`src/rtl/jcu_pkg.sv`:
```
package jcu_pkg;
  typedef enum logic [2:0] {
    CC_ZCLR = 3'b000,
    CC_ZSET = 3'b001,
    CC_CCLR = 3'b010,
    CC_CSET = 3'b011,
    CC_NSET = 3'b100,
    CC_SGE  = 3'b101,
    CC_SLT  = 3'b110,
    CC_ANY  = 3'b111
  } cc_e;

  typedef struct packed {
    logic c;
    logic z;
    logic n;
    logic v;
  } flags_t;

  localparam logic [2:0] JMP_TAG = 3'b001;
endpackage

```
`src/rtl/jcu_decode.sv`:
```
module jcu_decode
  import jcu_pkg::*;
#(
  parameter int unsigned OFF_W = 10,
  localparam int unsigned INSTR_W = OFF_W + 6
) (
  input  logic [INSTR_W-1:0] instr_i,
  output logic               is_jump_o,
  output cc_e                cc_o,
  output logic [OFF_W-1:0]   off_o
);
  assign is_jump_o = (instr_i[OFF_W+5:OFF_W+3] == JMP_TAG);
  assign cc_o      = cc_e'(instr_i[OFF_W+2:OFF_W]);
  assign off_o     = instr_i[OFF_W-1:0];
endmodule

```
`src/rtl/jcu_cond.sv`:
```
module jcu_cond
  import jcu_pkg::*;
(
  input  cc_e    cc_i,
  input  flags_t flags_i,
  output logic   pass_o
);
  always_comb begin
    unique case (cc_i)
      CC_ZCLR: pass_o = ~flags_i.z;
      CC_ZSET: pass_o =  flags_i.z;
      CC_CCLR: pass_o = ~flags_i.c;
      CC_CSET: pass_o =  flags_i.c;
      CC_NSET: pass_o =  flags_i.n;  // no negative-clear counterpart
      CC_SGE:  pass_o = ~(flags_i.n ^ flags_i.v);
      CC_SLT:  pass_o =  (flags_i.n ^ flags_i.v);
      default: pass_o = 1'b1;
    endcase
  end
endmodule

```
`src/rtl/jcu_target.sv`:
```
module jcu_target #(
  parameter int unsigned ADDR_W = 16,
  parameter int unsigned OFF_W  = 10
) (
  input  logic [ADDR_W-1:0] pc_i,
  input  logic [OFF_W-1:0]  off_i,
  output logic [ADDR_W-1:0] seq_pc_o,
  output logic [ADDR_W-1:0] jmp_pc_o
);
  localparam int unsigned EXT_W = ADDR_W - OFF_W - 1;
  localparam logic [ADDR_W-1:0] STEP = ADDR_W'(2);

  logic [ADDR_W-1:0] disp;

  // word offset -> byte displacement
  assign disp     = {{EXT_W{off_i[OFF_W-1]}}, off_i, 1'b0};
  assign seq_pc_o = pc_i + STEP;
  assign jmp_pc_o = seq_pc_o + disp;
endmodule

```
`src/rtl/jcu_unit.sv`:
```
module jcu_unit
  import jcu_pkg::*;
#(
  parameter int unsigned ADDR_W = 16,
  parameter int unsigned OFF_W  = 10,
  localparam int unsigned INSTR_W = OFF_W + 6
) (
  input  logic               clk_i,
  input  logic               rst_ni,
  input  logic               valid_i,
  input  logic [INSTR_W-1:0] instr_i,
  input  logic [ADDR_W-1:0]  pc_i,
  input  logic               c_i,
  input  logic               z_i,
  input  logic               n_i,
  input  logic               v_i,
  output logic               valid_o,
  output logic               is_jump_o,
  output logic               taken_o,
  output logic [ADDR_W-1:0]  next_pc_o
);
  logic              is_jump;
  cc_e               cc;
  logic [OFF_W-1:0]  off;
  logic              pass;
  logic              taken;
  logic [ADDR_W-1:0] seq_pc, jmp_pc;
  flags_t            flags;

  assign flags = '{c: c_i, z: z_i, n: n_i, v: v_i};

  jcu_decode #(.OFF_W(OFF_W)) u_dec (
    .instr_i  (instr_i),
    .is_jump_o(is_jump),
    .cc_o     (cc),
    .off_o    (off)
  );

  jcu_cond u_cond (
    .cc_i   (cc),
    .flags_i(flags),
    .pass_o (pass)
  );

  jcu_target #(.ADDR_W(ADDR_W), .OFF_W(OFF_W)) u_tgt (
    .pc_i    (pc_i),
    .off_i   (off),
    .seq_pc_o(seq_pc),
    .jmp_pc_o(jmp_pc)
  );

  assign taken = is_jump & pass;

  always_ff @(posedge clk_i or negedge rst_ni) begin
    if (!rst_ni) begin
      valid_o   <= 1'b0;
      is_jump_o <= 1'b0;
      taken_o   <= 1'b0;
      next_pc_o <= '0;
    end else begin
      valid_o   <= valid_i;
      is_jump_o <= is_jump;
      taken_o   <= taken;
      next_pc_o <= taken ? jmp_pc : seq_pc;
    end
  end

  AST_RESULT_LATENCY: assert property (@(posedge clk_i) disable iff (!rst_ni)
    valid_i |=> valid_o);

  AST_SEQ_WHEN_NOT_TAKEN: assert property (@(posedge clk_i) disable iff (!rst_ni)
    valid_i |=> (taken_o || next_pc_o == $past(pc_i) + ADDR_W'(2)));

  AST_TAKEN_IMPLIES_JUMP: assert property (@(posedge clk_i) disable iff (!rst_ni)
    (valid_o && taken_o) |-> is_jump_o);

  AST_ANY_ALWAYS_TAKEN: assert property (@(posedge clk_i) disable iff (!rst_ni)
    (valid_i && instr_i[OFF_W+5:OFF_W] == 6'b001111) |=> taken_o);

  AST_ZERO_SELECT: assert property (@(posedge clk_i) disable iff (!rst_ni)
    (valid_i && instr_i[OFF_W+5:OFF_W+1] == 5'b00100) |=>
      (taken_o == ($past(z_i) == $past(instr_i[OFF_W]))));

  AST_EVEN_ALIGN: assert property (@(posedge clk_i) disable iff (!rst_ni)
    valid_i |=> (next_pc_o[0] == $past(pc_i[0])));
endmodule

```
`config.mk`:
```
export PLATFORM = sky130hd
export DESIGN_NAME = jcu_unit
export DESIGN_NICKNAME = d
export VERILOG_FILES = /design/src/rtl/jcu_pkg.sv /design/src/rtl/jcu_decode.sv /design/src/rtl/jcu_cond.sv /design/src/rtl/jcu_target.sv /design/src/rtl/jcu_unit.sv
export SDC_FILE = /design/constraint.sdc
export NUM_CORES = 1
export LEC_CHECK = 0
export BUFFER_PORTS_ARGS = -buffer_cell sky130_fd_sc_hd__buf_4
export CAP_MARGIN = 20
export CORE_MARGIN = 2
export CORE_UTILIZATION = 56
export CTS_CLUSTER_SIZE = 8
export DETAILED_ROUTE_END_ITERATION = 6
export GPL_TIMING_DRIVEN = 0
export PLACE_DENSITY = 0.86
export SYNTH_ARGS = -nofsm -noshare
export SYNTH_HDL_FRONTEND = slang
export SYNTH_HIERARCHICAL = 1
export SYNTH_SLANG_ARGS = --single-unit
```
`constraint.sdc`:
```
create_clock -name clk_i -period 0.8 [get_ports clk_i]
set_input_delay 0.08 -clock clk_i [delete_from_list [all_inputs] [get_ports clk_i]]
set_output_delay 0.08 -clock clk_i [all_outputs]
set_load 0.03 [all_outputs]
```
==> summary.md, run 1 <==
| Metric | Value |
|---|---|
| Placed insts | `around 270` |
| Yosys warnings | `6` |
| Stopping stage | `global routing (5_1_grt)` |
| CTS sink count | `19` |
| DP HPWL | `3.68 mm` |
| Synth cell types | `45` |
| Cells after synthesis | `187` |
| Die height | `61.7 um` |
| Sequential area share after synthesis | `0.255` |
| # rows | `20` |
| Syn_area_per_cell | `9.98 sq um` |
| Top_reg_cell synth | `dfrtp_1` |
| Synth area leaders | `dfrtp_1 25%, ha_1 13%, mux2_4 7.2%` |
| IO Port Bufs | `43` |
| Routability cong. | `0.800` |
| Die Width | `61.7 um` |
| I/O pins | `58` |
| Synth async-reset ratio | `1.00` |
| Post-synth top area cell | `dfrtp_1` |
| Post-Syn Area | `1870 sq um` |
| Syn Nets | `246` |
| Run Error | `[ERROR DPL-0038] Utilization greater than 100%, impossible to legalize` |
| Status | `aborted with a tool error` |
| Post-GRT worst EP | `next_pc_o[15]$_DFF_PN0_/D` |
| Synth Register Bits | `19` |
| CTS H-tree depth | `1` |
| Largest net degree at the start of global routing | `20` |
| Post-synth EDFFs | `0` |
| Cts bufs inserted | `3` |
| WEP type | `register data pin` |
| Top cell type's share of synthesized area | `0.255` |
| Max Root-Sink Buffers | `2` |
| Starting Density | `0.602` |
| Root Buffer | `clkbuf_4` |
stage by stage:
stage          TNS (ns)  worst slack, ns  hold slack (ns)  utilization  instance area, sq um
2_1_floorplan    -15.53            -1.32           -0.216            -                  1980
3_3_place_gp     -19.73            -1.71          -0.0483        0.760                  2360
3_5_place_dp     -20.46            -1.77          -0.0395        0.760                  2360
4_1_cts          -17.29            -1.27          -0.0604        0.934                  2900
Yosys cell counts, types with 2 or more instances:
| library cell | instances |
|---|---|
| dfrtp_1 | 19 |
| inv_1 | 6 |
| buf_4 | 15 |
| o21a_1 | 2 |
| xnor2_1 | 14 |
| a21o_1 | 5 |
| mux2_4 | 9 |
| a21oi_1 | 11 |
| xor2_1 | 12 |
| nor3_1 | 2 |
| nand3_1 | 7 |
| mux2_2 | 7 |
| ha_1 | 19 |
| nand2_1 | 10 |
| nor2_1 | 7 |
| nand4_1 | 2 |
| nand3_2 | 2 |
| and3_1 | 4 |
| o21ai_0 | 8 |
timing repair:
action / in CTS
hold buffers: 2
pin swaps: 31
gates cloned: 1
hold endpoints to repair: 21
gates resized for setup: 68
endpoints found under the setup margin: 36
buffers inserted: 17
logic make-up after synthesis:
family                   synth area share
buffers and inverters              0.0851
flip-flops                          0.255
XOR/XNOR                            0.122
adder cells (fa/ha/maj)             0.138
AND/OR/NAND/NOR                     0.139
multiplexers                        0.120
AO/OA/AOI/OAI                       0.141
==> run 2, diff against run 1 <==
--- a/config.mk
+++ b/config.mk
@@ -8,11 +8,10 @@
 export BUFFER_PORTS_ARGS = -buffer_cell sky130_fd_sc_hd__buf_4
 export CAP_MARGIN = 20
 export CORE_MARGIN = 2
-export CORE_UTILIZATION = 56
-export CTS_CLUSTER_SIZE = 8
+export CORE_UTILIZATION = 40
 export DETAILED_ROUTE_END_ITERATION = 6
 export GPL_TIMING_DRIVEN = 0
-export PLACE_DENSITY = 0.86
+export PLACE_DENSITY_LB_ADDON = 0.15
 export SYNTH_ARGS = -nofsm -noshare
 export SYNTH_HDL_FRONTEND = slang
 export SYNTH_HIERARCHICAL = 1
==> run 2 against run 1 <==
  * The flow now finishes, with violations (negative setup slack)
  * Synthesized area unchanged
  * Synthesized cell count unchanged
==> summary.md, run 2 <==
| Metric | Value |
|---|---|
| Status | `finished with violations (was aborted with a tool error)` |
| Violated checks | `negative setup slack` |
| Crit path required time | `0.94 ns` |
| First-pass GRT wire length | `around 7.7 mm` |
| P_int | `2.45 mW` |
| Number of global-route vias before repair | `1631` |
| Hold-fix buffers, CTS | `2 (unchanged)` |
| Die area | `5230 sq um` |
| Tcrit/Tclk final | `2.64` |
| Fin. Hold Viols | `0` |
| GRT Max-Usage Layer | `met2` |
| Nets | `319` |
| Flop pwr share | `0.290` |
| TritonCTS clock tree | `yes` |
| Clock-pin slew on the worst setup and hold paths | `0.07 ns` |
| Syn_area_per_cell | `9.98 sq um (unchanged)` |
| Top_reg_cell synth | `dfrtp_1 (unchanged)` |
| Final Setup Violations | `36` |
| Drt wl/cell | `15.8 um` |
| Slew HR | `0.640` |
| DP HPWL | `3.34 mm (was 3.68 mm)` |
| Max Cap Violations | `0` |
| Worst Tran Pin Value | `0.532 ns` |
| IO Port Bufs | `43 (unchanged)` |
| Met2 GRT Util | `0.326` |
| Most frequent cells in the layout | `52 x buf_4, 27 x buf_6, 19 x dfrtp_1` |
| Largest net degree at the start of global routing | `20` |
| Max reg flops | `16` |
| Synth Register Bits | `19 (unchanged)` |
| ANT nets after route | `0` |
| Minimum clock period | `approximately 2.1 ns` |
| Fin Hold WS | `0.00308 ns` |
| Ant. Diodes | `0` |
| CP Launch Point | `pc_i[2]` |
| I/O pins | `58 (unchanged)` |
| Syn Nets | `246 (unchanged)` |
| DR vias/cell | `5.34` |
| CTS H-tree depth | `1 (unchanged)` |
| Max Root-Sink Buffers | `2 (unchanged)` |
| Fin util | `0.701` |
| Met1 Use GR | `0.249` |
| Routed Wire Length | `roughly 4.9 mm` |
| Routability cong. | `0.819 (was 0.800)` |
| CP startpoint kind | `input port` |
| Critical path's largest stage delay | `0.30 ns` |
| Part of the power in the clock network | `0.171` |
| RSZ-0062 raised after global routing | `yes` |
| Worst Hold Class | `in -> reg` |
| Synth cell types | `45 (unchanged)` |
| Most used cell, CP | `and3_4` |
| Post-synth EDFFs | `0 (unchanged)` |
| Vias | `1661` |
| Initial DRC Count | `108` |
| Starting Density | `0.423 (was 0.602)` |
| Largest Register | `next_pc_o` |
| Cells after synthesis | `187 (unchanged)` |
| CTS sink count | `19 (unchanged)` |
| Fmax | `0.474 GHz` |
| Crit end category | `register` |
| Max Transition Viols Final | `0` |
| Peak fanout along the critical path | `3` |
| Worst Min Path Start | `instr_i[15]` |
| Total gr overflow | `0` |
| Drt drc | `0` |
| GR Util All Layers | `0.189` |
| Yosys warnings | `6 (unchanged)` |
| CP arrival | `2.25 ns` |
| Synth area leaders | `dfrtp_1 25%, ha_1 13%, mux2_4 7.2% (unchanged)` |
| Most common cell after layout, fill and taps aside | `buf_4` |
| GRT met3 Usage | `0.0111` |
| Synth async-reset ratio | `1.00 (unchanged)` |
| # rows | `24 (was 20)` |
| Power Dens Cells | `around 1200 nW/um^2` |
| Sw Pwr | `around 1.3 mW` |
| Post-synth top area cell | `dfrtp_1 (unchanged)` |
| Final worst-path setup slack | `-1.31 ns` |
| Sequential area share after synthesis | `0.255 (unchanged)` |
| Gate power share | `0.538` |
| Top cell type's share of synthesized area | `0.255 (unchanged)` |
| Post-Syn Area | `1870 sq um (unchanged)` |
| Total core area | `4410 sq um` |
| Cts bufs inserted | `3 (unchanged)` |
| Die height | `72.3 um (was 61.7 um)` |
| Area growth from synthesis to layout | `65.7%` |
| Root Buffer | `clkbuf_8 (was clkbuf_4)` |
| Die Width | `72.3 um (was 61.7 um)` |
| Sw frac | `0.344` |
| Share of layout cells above drive strength 1 | `0.637` |
| Initial antenna violation count | `0` |
| Crit path kind | `in -> reg` |
| Commonest cells post-synth | `19 x dfrtp_1, 19 x ha_1, 15 x buf_4, 14 x xnor2_1, 12 x xor2_1 (unchanged)` |
| Pre-antenna DRT Iters | `4` |
| Slowest cell on crit path | `ha_4` |
| Worst-path cell chain | `buf_8, and3_4, and4_4, and3_4, nand3_4, xnor2_4, ha_4, nand2_2, o21a_1, a32oi_2, xnor2_1, mux2_4` |
| Worst VDD drop | `~0.0005 V` |
| Pleak | `1.36 nW` |
run 2: cell counts after synthesis:
Identical to the previous run, type by type.
run 2: kinds of logic after synthesis:
logic type | share of synthesized area
AO/OA/AOI/OAI | 0.141
multiplexers | 0.120
adder cells (fa/ha/maj) | 0.138
buffers and inverters | 0.0851
XOR/XNOR | 0.122
AND/OR/NAND/NOR | 0.139
flip-flops | 0.255
run 2: metal layers:
layer | share of wire | wire length (um) | vias to the layer above
met5 | 0 | 0 | -
met4 | 0.013 | 64 | 0
met3 | 0.051 | 251 | 6
met2 | 0.51 | 2510 | 53
met1 | 0.43 | 2100 | 796
li1 | - | - | 806
run 2: worst paths after layout:
check / end / cells past startpoint
min: is_jump_o / 2
min in group asynchronous: next_pc_o[3] / 2
max: next_pc_o[15] / 12
max in group asynchronous: taken_o / 2
run 2: what timing repair did:
item,4_1_cts,5_1_grt
setup buffers,18,6
pin swaps,33,21
endpoints found under the hold margin,21,1
resized for setup,70,20
endpoints found under the setup margin,36,36
gates cloned,0,0
run 2: critical path, delay by kind of cell:
| family | cells | cell delay (ns) |
|---|---|---|
| mux | 1 | 0.26 |
| buf+inv | 1 | 0.08 |
| xor+xnor | 2 | 0.26 |
| compound gates | 2 | 0.46 |
| simple gates | 5 | 0.79 |
| fa+ha+maj | 1 | 0.30 |
run 2: area by class of cell:
cell class,instances,area [sq um]
fillers,321,1320
clock buffers,4,45.0
flip-flops and latches,19,475
multi-input cells,145,1700
inverters,6,25.0
well taps,52,65.1
repair buffers,69,643
plain buffers,16,136
run 2: power by group through the flow:
| stage | logic, mW | clock network, mW | registers, mW |
|---|---|---|---|
| floorplan | 0.863 | 0 | 1.26 |
| global placement | 1.46 | 0 | 1.08 |
| detailed placement | 1.47 | 0 | 1.09 |
| CTS | 1.83 | 0.664 | 1.08 |
| global route | 2.16 | 0.702 | 1.09 |
| finish | 2.01 | 0.639 | 1.08 |
run 2: stage by stage:
| stage | worst slack (ns) | std cells | power (mW) | area [sq um] | setup TNS [ns] |
|---|---|---|---|---|---|
| final | -1.31 | 311 | 3.73 | 3090 | -16.03 |
| after global routing | -1.40 | 311 | 3.96 | 3090 | -17.82 |
| after CTS | -1.30 | 305 | 3.57 | 2890 | -16.18 |
| after detailed placement | -1.71 | 282 | 2.56 | 2370 | -20.17 |
| after floorplan | -1.32 | 187 | 2.12 | 1980 | -15.53 |
| after global placement | -1.74 | 282 | 2.54 | 2370 | -20.20 |
Note: power is estimated with default switching activity, not from simulation.
==> run 3, diff against run 2 <==
--- a/config.mk
+++ b/config.mk
@@ -7,9 +7,9 @@
 export LEC_CHECK = 0
 export BUFFER_PORTS_ARGS = -buffer_cell sky130_fd_sc_hd__buf_4
 export CAP_MARGIN = 20
-export CORE_MARGIN = 2
-export CORE_UTILIZATION = 40
+export CORE_AREA = 2 2 63 65
 export DETAILED_ROUTE_END_ITERATION = 6
+export DIE_AREA = 0 0 65 67
 export GPL_TIMING_DRIVEN = 0
 export PLACE_DENSITY_LB_ADDON = 0.15
 export SYNTH_ARGS = -nofsm -noshare
==> run 3 against run 2 <==
  * The flow finishes with violations (negative hold slack, negative setup slack)
  * Via count rose by 4.0%
  * Critical path depth increased by 1
  * Combinational power rose by 3%
==> summary.md, run 3 (synthesized netlist as in run 2, its figures left out) <==
| Metric | Value |
|---|---|
| Most common cell after layout, fill and taps aside | `buf_4 (unchanged)` |
| Max Cap Violations | `0 (unchanged)` |
| Drt wl/cell | `18.2 um (was 15.8 um)` |
| Final Setup Violations | `36 (unchanged)` |
| First-pass GRT wire length | `8.45 mm (was 7.69 mm)` |
| Peak fanout along the critical path | `4 (was 3)` |
| I/O pins | `58 (unchanged)` |
| Pleak | `1.34 nW (was 1.36 nW)` |
| Sw frac | `0.362 (was 0.344)` |
| Slew HR | `0.776 (was 0.640)` |
| Fin Hold WS | `-0.00480 ns (was 0.00308 ns)` |
| Worst-path cell chain | `buf_8, and3_4, and4_4, and3_4, xor2_2, ha_1, nand2_1, a21oi_2, o31ai_4, buf_4, nand2_1, xor2_1, mux2_4 (was buf_8, and3_4, and4_4, and3_4, nand3_4, xnor2_4, ha_4, nand2_2, o21a_1, a32oi_2, xnor2_1, mux2_4)` |
| Flop pwr share | `0.282 (was 0.290)` |
| Placement Setup Slack | `-1.71 ns (about the same)` |
| Minimum clock period | `2.16 ns (was 2.11 ns)` |
| GR Util All Layers | `0.253 (was 0.189)` |
| Vias | `1728 (was 1661)` |
| Crit path required time | `0.95 ns (was 0.94 ns)` |
| Worst Tran Pin Value | `0.335 ns (was 0.532 ns)` |
| DP HPWL | `3.46 mm (was 3.34 mm)` |
| Fmax | `0.463 GHz (was 0.474 GHz)` |
| # rows | `22 (was 24)` |
| Initial antenna violation count | `0 (unchanged)` |
| Nets | `317 (was 319)` |
| Sw Pwr | `1.39 mW (was 1.28 mW)` |
| Routed Wire Length | `5.55 mm (was 4.92 mm)` |
| Area growth from synthesis to layout | `63.2% (was 65.7%)` |
| Post-Route Setup TNS | `-16.90 ns (was -16.03 ns)` |
| CTS H-tree depth | `1 (unchanged)` |
| Routability cong. | `0.846 (was 0.819)` |
| Clock-pin slew on the worst setup and hold paths | `0.08 ns (was 0.07 ns)` |
| Most frequent cells in the layout | `49 x buf_4, 27 x buf_6, 19 x dfrtp_1 (was 52 x buf_4, 27 x buf_6, 19 x dfrtp_1)` |
| Max Transition Viols Final | `0 (unchanged)` |
| DR vias/cell | `5.67 (was 5.34)` |
| Total power | `3.86 mW (was 3.73 mW)` |
| Total gr overflow | `0 (unchanged)` |
| P_int | `2.46 mW (was 2.45 mW)` |
| Finished Cell Area | `3050 sq um (was 3090 sq um)` |
| Max Root-Sink Buffers | `2 (unchanged)` |
| TritonCTS clock tree | `yes (unchanged)` |
| CP arrival | `2.31 ns (was 2.25 ns)` |
| Crit end category | `register (unchanged)` |
| Pre-antenna DRT Iters | `4 (unchanged)` |
| DP Area | `2360 sq um (was 2370 sq um)` |
| Worst VDD drop | `0.000760 V (was 0.000498 V)` |
| CP Launch Point | `pc_i[2] (unchanged)` |
| Die Width | `65 um (was 72.3 um)` |
| Initial DRC Count | `58 (was 108)` |
| Die height | `67 um (was 72.3 um)` |
| RSZ-0062 raised after global routing | `yes (unchanged)` |
| Violated checks | `negative hold slack, negative setup slack (was negative setup slack)` |
| Number of global-route vias before repair | `1814 (was 1631)` |
| Slowest cell on crit path | `ha_1 (was ha_4)` |
| Cts bufs inserted | `3 (unchanged)` |
| Status | `finished with violations (unchanged)` |
| Hold-fix buffers, CTS | `2 (unchanged)` |
| Final worst-path setup slack | `-1.36 ns (was -1.31 ns)` |
| Share of layout cells above drive strength 1 | `0.619 (was 0.637)` |
| Part of the power in the clock network | `0.183 (was 0.171)` |
| Largest Register | `next_pc_o (unchanged)` |
| CP startpoint kind | `input port (unchanged)` |
| Fin. Hold Viols | `1 (was 0)` |
| Die area | `4360 sq um (was 5230 sq um)` |
| Max reg flops | `16 (unchanged)` |
| Fill cells | `184 (was 321)` |
| Critical path destination | `next_pc_o[11] (was next_pc_o[15])` |
| Total core area | `3610 sq um (was 4410 sq um)` |
| Drt drc | `0 (unchanged)` |
| Root Buffer | `clkbuf_8 (unchanged)` |
| Tcrit/Tclk final | `2.70 (was 2.64)` |
| Worst Hold Class | `in -> reg (unchanged)` |
| Starting Density | `0.518 (was 0.423)` |
| CTS sink count | `19 (unchanged)` |
| Depth of the worst hold-timing path | `2 (unchanged)` |
| IO Port Bufs | `43 (unchanged)` |
| Largest net degree at the start of global routing | `20 (unchanged)` |
| Critical path's largest stage delay | `0.37 ns (was 0.30 ns)` |
| ANT nets after route | `0 (unchanged)` |
| Crit path kind | `in -> reg (unchanged)` |
| Ant. Diodes | `0 (unchanged)` |
| Power Dens Cells | `1270 nW/um^2 (was 1210 nW/um^2)` |
| Gate power share | `0.536 (was 0.538)` |
## run 3: stage by stage
step / instances / hold WS, ns / util
floorplan: 187 / -0.216 / -
global placement: 278 / -0.0325 / 0.656
detailed placement: 278 / -0.0268 / 0.656
CTS: 301 / -0.00645 / 0.806
global route: 305 / -0.00445 / 0.845
finish: 305 / -0.00480 / 0.845
## run 3: cell type report
class / count / area (sq um) / area share
multi-input combinational: 145 / 1670 / 0.548
timing repair buffer: 67 / 632 / 0.207
sequential: 19 / 475 / 0.156
buffer: 16 / 140 / 0.0460
tap: 48 / 60.1 / 0.0197
clock buffer: 4 / 45.0 / 0.0148
inverter: 6 / 25.0 / 0.00821
## run 3: repair_timing
action,in CTS,in global routing
hold endpoints to repair,21,1
gates cloned,0,0
endpoints found under the setup margin,36,36
pin swaps,38,22
resized for setup,71,16
setup buffers,18,4
## run 3: worst max-delay path, delay by kind of cell
kind	cells	cell delay, ns
AND/OR/NAND/NOR	5	0.87
adder cells (fa/ha/maj)	1	0.37
AO/OA/AOI/OAI	2	0.34
XOR/XNOR	2	0.17
multiplexers	1	0.27
buffers and inverters	2	0.23
## run 3: routing by layer
layer | up-vias | track usage | wire [um]
li1 | 798 | - | -
met5 | - | 0 | 0
met3 | 11 | 0.0253 | 344
met4 | 0 | 0.0851 | 119
met1 | 830 | 0.295 | 2120
met2 | 89 | 0.481 | 2970
## run 3: power groups by stage
stage	clock network, mW	logic, mW	registers, mW
floorplan	0	0.863	1.26
global placement	0	1.43	1.09
detailed placement	0	1.49	1.08
CTS	0.712	1.85	1.08
global route	0.738	2.19	1.09
finish	0.704	2.07	1.09
## run 3: how the worst min path moves through the flow
stage,from,to,slack (ns)
final,instr_i[14],is_jump_o,-0.005
after global routing,instr_i[14],is_jump_o,-0.004
after CTS,instr_i[14],is_jump_o,-0.006
after detailed placement,rst_ni,is_jump_o,-0.03
after global placement,rst_ni,is_jump_o,-0.03
after floorplan,rst_ni,is_jump_o,-0.22
==> run 4, diff against run 3 <==
--- a/config.mk
+++ b/config.mk
@@ -12,6 +12,7 @@
 export DIE_AREA = 0 0 65 67
 export GPL_TIMING_DRIVEN = 0
 export PLACE_DENSITY_LB_ADDON = 0.15
+export SKIP_CTS_REPAIR_TIMING = 1
 export SYNTH_ARGS = -nofsm -noshare
 export SYNTH_HDL_FRONTEND = slang
 export SYNTH_HIERARCHICAL = 1
==> run 4 against run 3 <==
  * The flow still finishes with violations (negative hold slack, negative setup slack)
  * First-iteration DRC count is 36% higher
  * Hold slack worse by 0.0061 ns
  * Non-clock buffer count is 4 lower
  * Cell area is 2.0% lower
  * Total power is 2.0% lower
  * Worst setup slack worse by 0.071 ns
  * Via count is 1.7% lower
  * Critical path depth stayed put
  * Final cell count is 1.3% lower
  * Utilization is 1.7 points lower
  * Global-route usage is 3.7 points lower
  * Critical endpoint is now next_pc_o[15]
==> summary.md, run 4 (synthesized netlist as in run 2, its figures left out) <==
| Metric | Value |
|---|---|
| ANT nets after route | `0 (unchanged)` |
| Max reg flops | `16 (unchanged)` |
| Peak fanout along the critical path | `3 (was 4)` |
| Worst VDD drop | `0.000717 V (was 0.000760 V)` |
| Routed length on met2 | `2.93 mm (was 2.97 mm)` |
| Die area | `4360 sq um (unchanged)` |
| Pre-antenna DRT Iters | `4 (unchanged)` |
| Clock-pin slew on the worst setup and hold paths | `0.08 ns (about the same)` |
| CP bufs+invs | `1 (was 2)` |
| Final worst-path setup slack | `-1.43 ns (was -1.36 ns)` |
| Worst-path cell chain | `buf_8, and3_4, and4_4, and3_4, nand3_4, xnor2_4, ha_4, a21oi_4, a21boi_2, o21ai_1, a32oi_2, xnor2_1, mux2_4 (was buf_8, and3_4, and4_4, and3_4, xor2_2, ha_1, nand2_1, a21oi_2, o31ai_4, buf_4, nand2_1, xor2_1, mux2_4)` |
| Fin. Hold Viols | `1 (unchanged)` |
| Worst Hold Class | `in -> reg (unchanged)` |
| Part of the power in the clock network | `0.193 (was 0.183)` |
| Sw Pwr | `1.39 mW (about the same)` |
| Root Buffer | `clkbuf_8 (unchanged)` |
| Total power | `3.78 mW (was 3.86 mW)` |
| Nets | `313 (was 317)` |
| Fmax | `0.448 GHz (was 0.463 GHz)` |
| Minimum clock period | `2.23 ns (was 2.16 ns)` |
| Met3 routed WL | `277 um (was 344 um)` |
| Routed Wire Length | `5.51 mm (was 5.55 mm)` |
| Routability cong. | `0.846 (unchanged)` |
| DR vias/cell | `5.64 (was 5.67)` |
| Crit path kind | `in -> reg (unchanged)` |
| First-pass GRT wire length | `7.20 mm (was 8.45 mm)` |
| Most frequent cells in the layout | `47 x buf_4, 26 x buf_6, 19 x dfrtp_1 (was 49 x buf_4, 27 x buf_6, 19 x dfrtp_1)` |
| Placed insts | `278 (unchanged)` |
| Largest Register | `next_pc_o (unchanged)` |
| Slowest cell on crit path | `mux2_4 (was ha_1)` |
| Status | `finished with violations (unchanged)` |
| DP HPWL | `3.46 mm (unchanged)` |
| Crit path required time | `0.95 ns (about the same)` |
| Max Transition Viols Final | `0 (unchanged)` |
| Violated checks | `negative hold slack, negative setup slack (unchanged)` |
| Max Root-Sink Buffers | `2 (unchanged)` |
| RSZ-0062 raised after global routing | `yes (unchanged)` |
| Placement Setup Slack | `-1.71 ns (unchanged)` |
| CTS H-tree depth | `1 (unchanged)` |
| Critical path's largest stage delay | `0.27 ns (was 0.37 ns)` |
| Starting Density | `0.518 (unchanged)` |
| Ant. Diodes | `0 (unchanged)` |
| Most common cell after layout, fill and taps aside | `buf_4 (unchanged)` |
| Tcrit/Tclk final | `2.79 (was 2.70)` |
| Largest net degree at the start of global routing | `20 (unchanged)` |
| Worst Tran Pin Value | `0.376 ns (was 0.335 ns)` |
| Gate power share | `0.520 (was 0.536)` |
| Drt drc | `0 (unchanged)` |
| P_int | `2.40 mW (was 2.46 mW)` |
| Fin Hold WS | `-0.0109 ns (was -0.00480 ns)` |
| Crit end category | `register (unchanged)` |
| Fin util | `0.828 (was 0.845)` |
| Drt wl/cell | `18.3 um (was 18.2 um)` |
| Die Width | `65 um (unchanged)` |
| GR Util All Layers | `0.216 (was 0.253)` |
| Cts bufs inserted | `3 (unchanged)` |
| Vias | `1699 (was 1728)` |
| Delay-heaviest family, CP | `simple AND/OR/NAND/NOR gates (unchanged)` |
| Max Cap Violations | `0 (unchanged)` |
| CP startpoint kind | `input port (unchanged)` |
| Number of global-route vias before repair | `1566 (was 1814)` |
| Fill cells | `202 (was 184)` |
| Area of the multi-input gates | `1640 sq um (was 1670 sq um)` |
| Final Setup Violations | `36 (unchanged)` |
| I/O pins | `58 (unchanged)` |
| Die height | `67 um (unchanged)` |
| Routed met1 length | `2.22 mm (was 2.12 mm)` |
| Sw frac | `0.366 (was 0.362)` |
| Initial antenna violation count | `0 (unchanged)` |
| CTS sink count | `19 (unchanged)` |
| Power Dens Cells | `1270 nW/um^2 (about the same)` |
| # rows | `22 (unchanged)` |
| Most used cell, CP | `and3_4` |
| IO Port Bufs | `43 (unchanged)` |
| CP arrival | `2.39 ns (was 2.31 ns)` |
| TritonCTS clock tree | `yes (unchanged)` |
| Total core area | `3610 sq um (unchanged)` |
| DP Area | `2360 sq um (unchanged)` |
| Slew HR | `0.749 (was 0.776)` |
| Finished Cell Area | `2990 sq um (was 3050 sq um)` |
| Flop pwr share | `0.287 (was 0.282)` |
| Total gr overflow | `0 (unchanged)` |
| Area growth from synthesis to layout | `59.9% (was 63.2%)` |
| Fin cells | `301 (was 305)` |
| Top Layer Used | `met4 (unchanged)` |
| Pleak | `1.33 nW (was 1.34 nW)` |
| Initial DRC Count | `79 (was 58)` |
| Storage cell area | `475 sq um (unchanged)` |
| Share of layout cells above drive strength 1 | `0.609 (was 0.619)` |
## run 4: cell types whose count changed in the layout (fill, tap and decap cells not counted), sizes merged
cell / before / now
buf: 81 / 77
## run 4: stage by stage
| stage | TNS (ns) | hold slack, ns |
|---|---|---|
| global placement | -19.60 | -0.0325 |
| detailed placement | -20.25 | -0.0268 |
| global route | -18.08 | -0.00748 |
| finish | -16.78 | -0.0109 |
| floorplan | -15.53 | -0.216 |
| CTS | -16.99 | -0.314 |
## run 4: per-layer routing
layer / vias up / global-route usage
met5: - / 0
met4: 0 / 0.0878
met3: 9 / 0.0253
met2: 71 / 0.378
met1: 824 / 0.270
li1: 795 / -
## run 4: layout make-up
class,instances,share of cell area
Multi-Input combinational cell,145,0.551
Buffer,16,0.0457
Timing Repair Buffer,63,0.201
Clock buffer,4,0.0151
Tap cell,48,0.0201
Sequential cell,19,0.159
Inverter,6,0.00838
## run 4: final timing paths
path,endpoint,from,cells after the start,slack (ns)
max in group asynchronous,taken_o,rst_ni,2,0.37
worst max-delay path,next_pc_o[15],pc_i[2],13,-1.43
worst min-delay path,is_jump_o,instr_i[14],2,-0.01
min in group asynchronous,next_pc_o[0],rst_ni,2,0.22
## run 4: power by group through the flow
stage	clock, mW	sequential (mW)	combinational [mW]
final	0.731	1.08	1.97
after global routing	0.753	1.09	2.08
after CTS	0.712	1.06	1.49
after detailed placement	0	1.08	1.49
after global placement	0	1.09	1.43
after floorplan	0	1.26	0.863
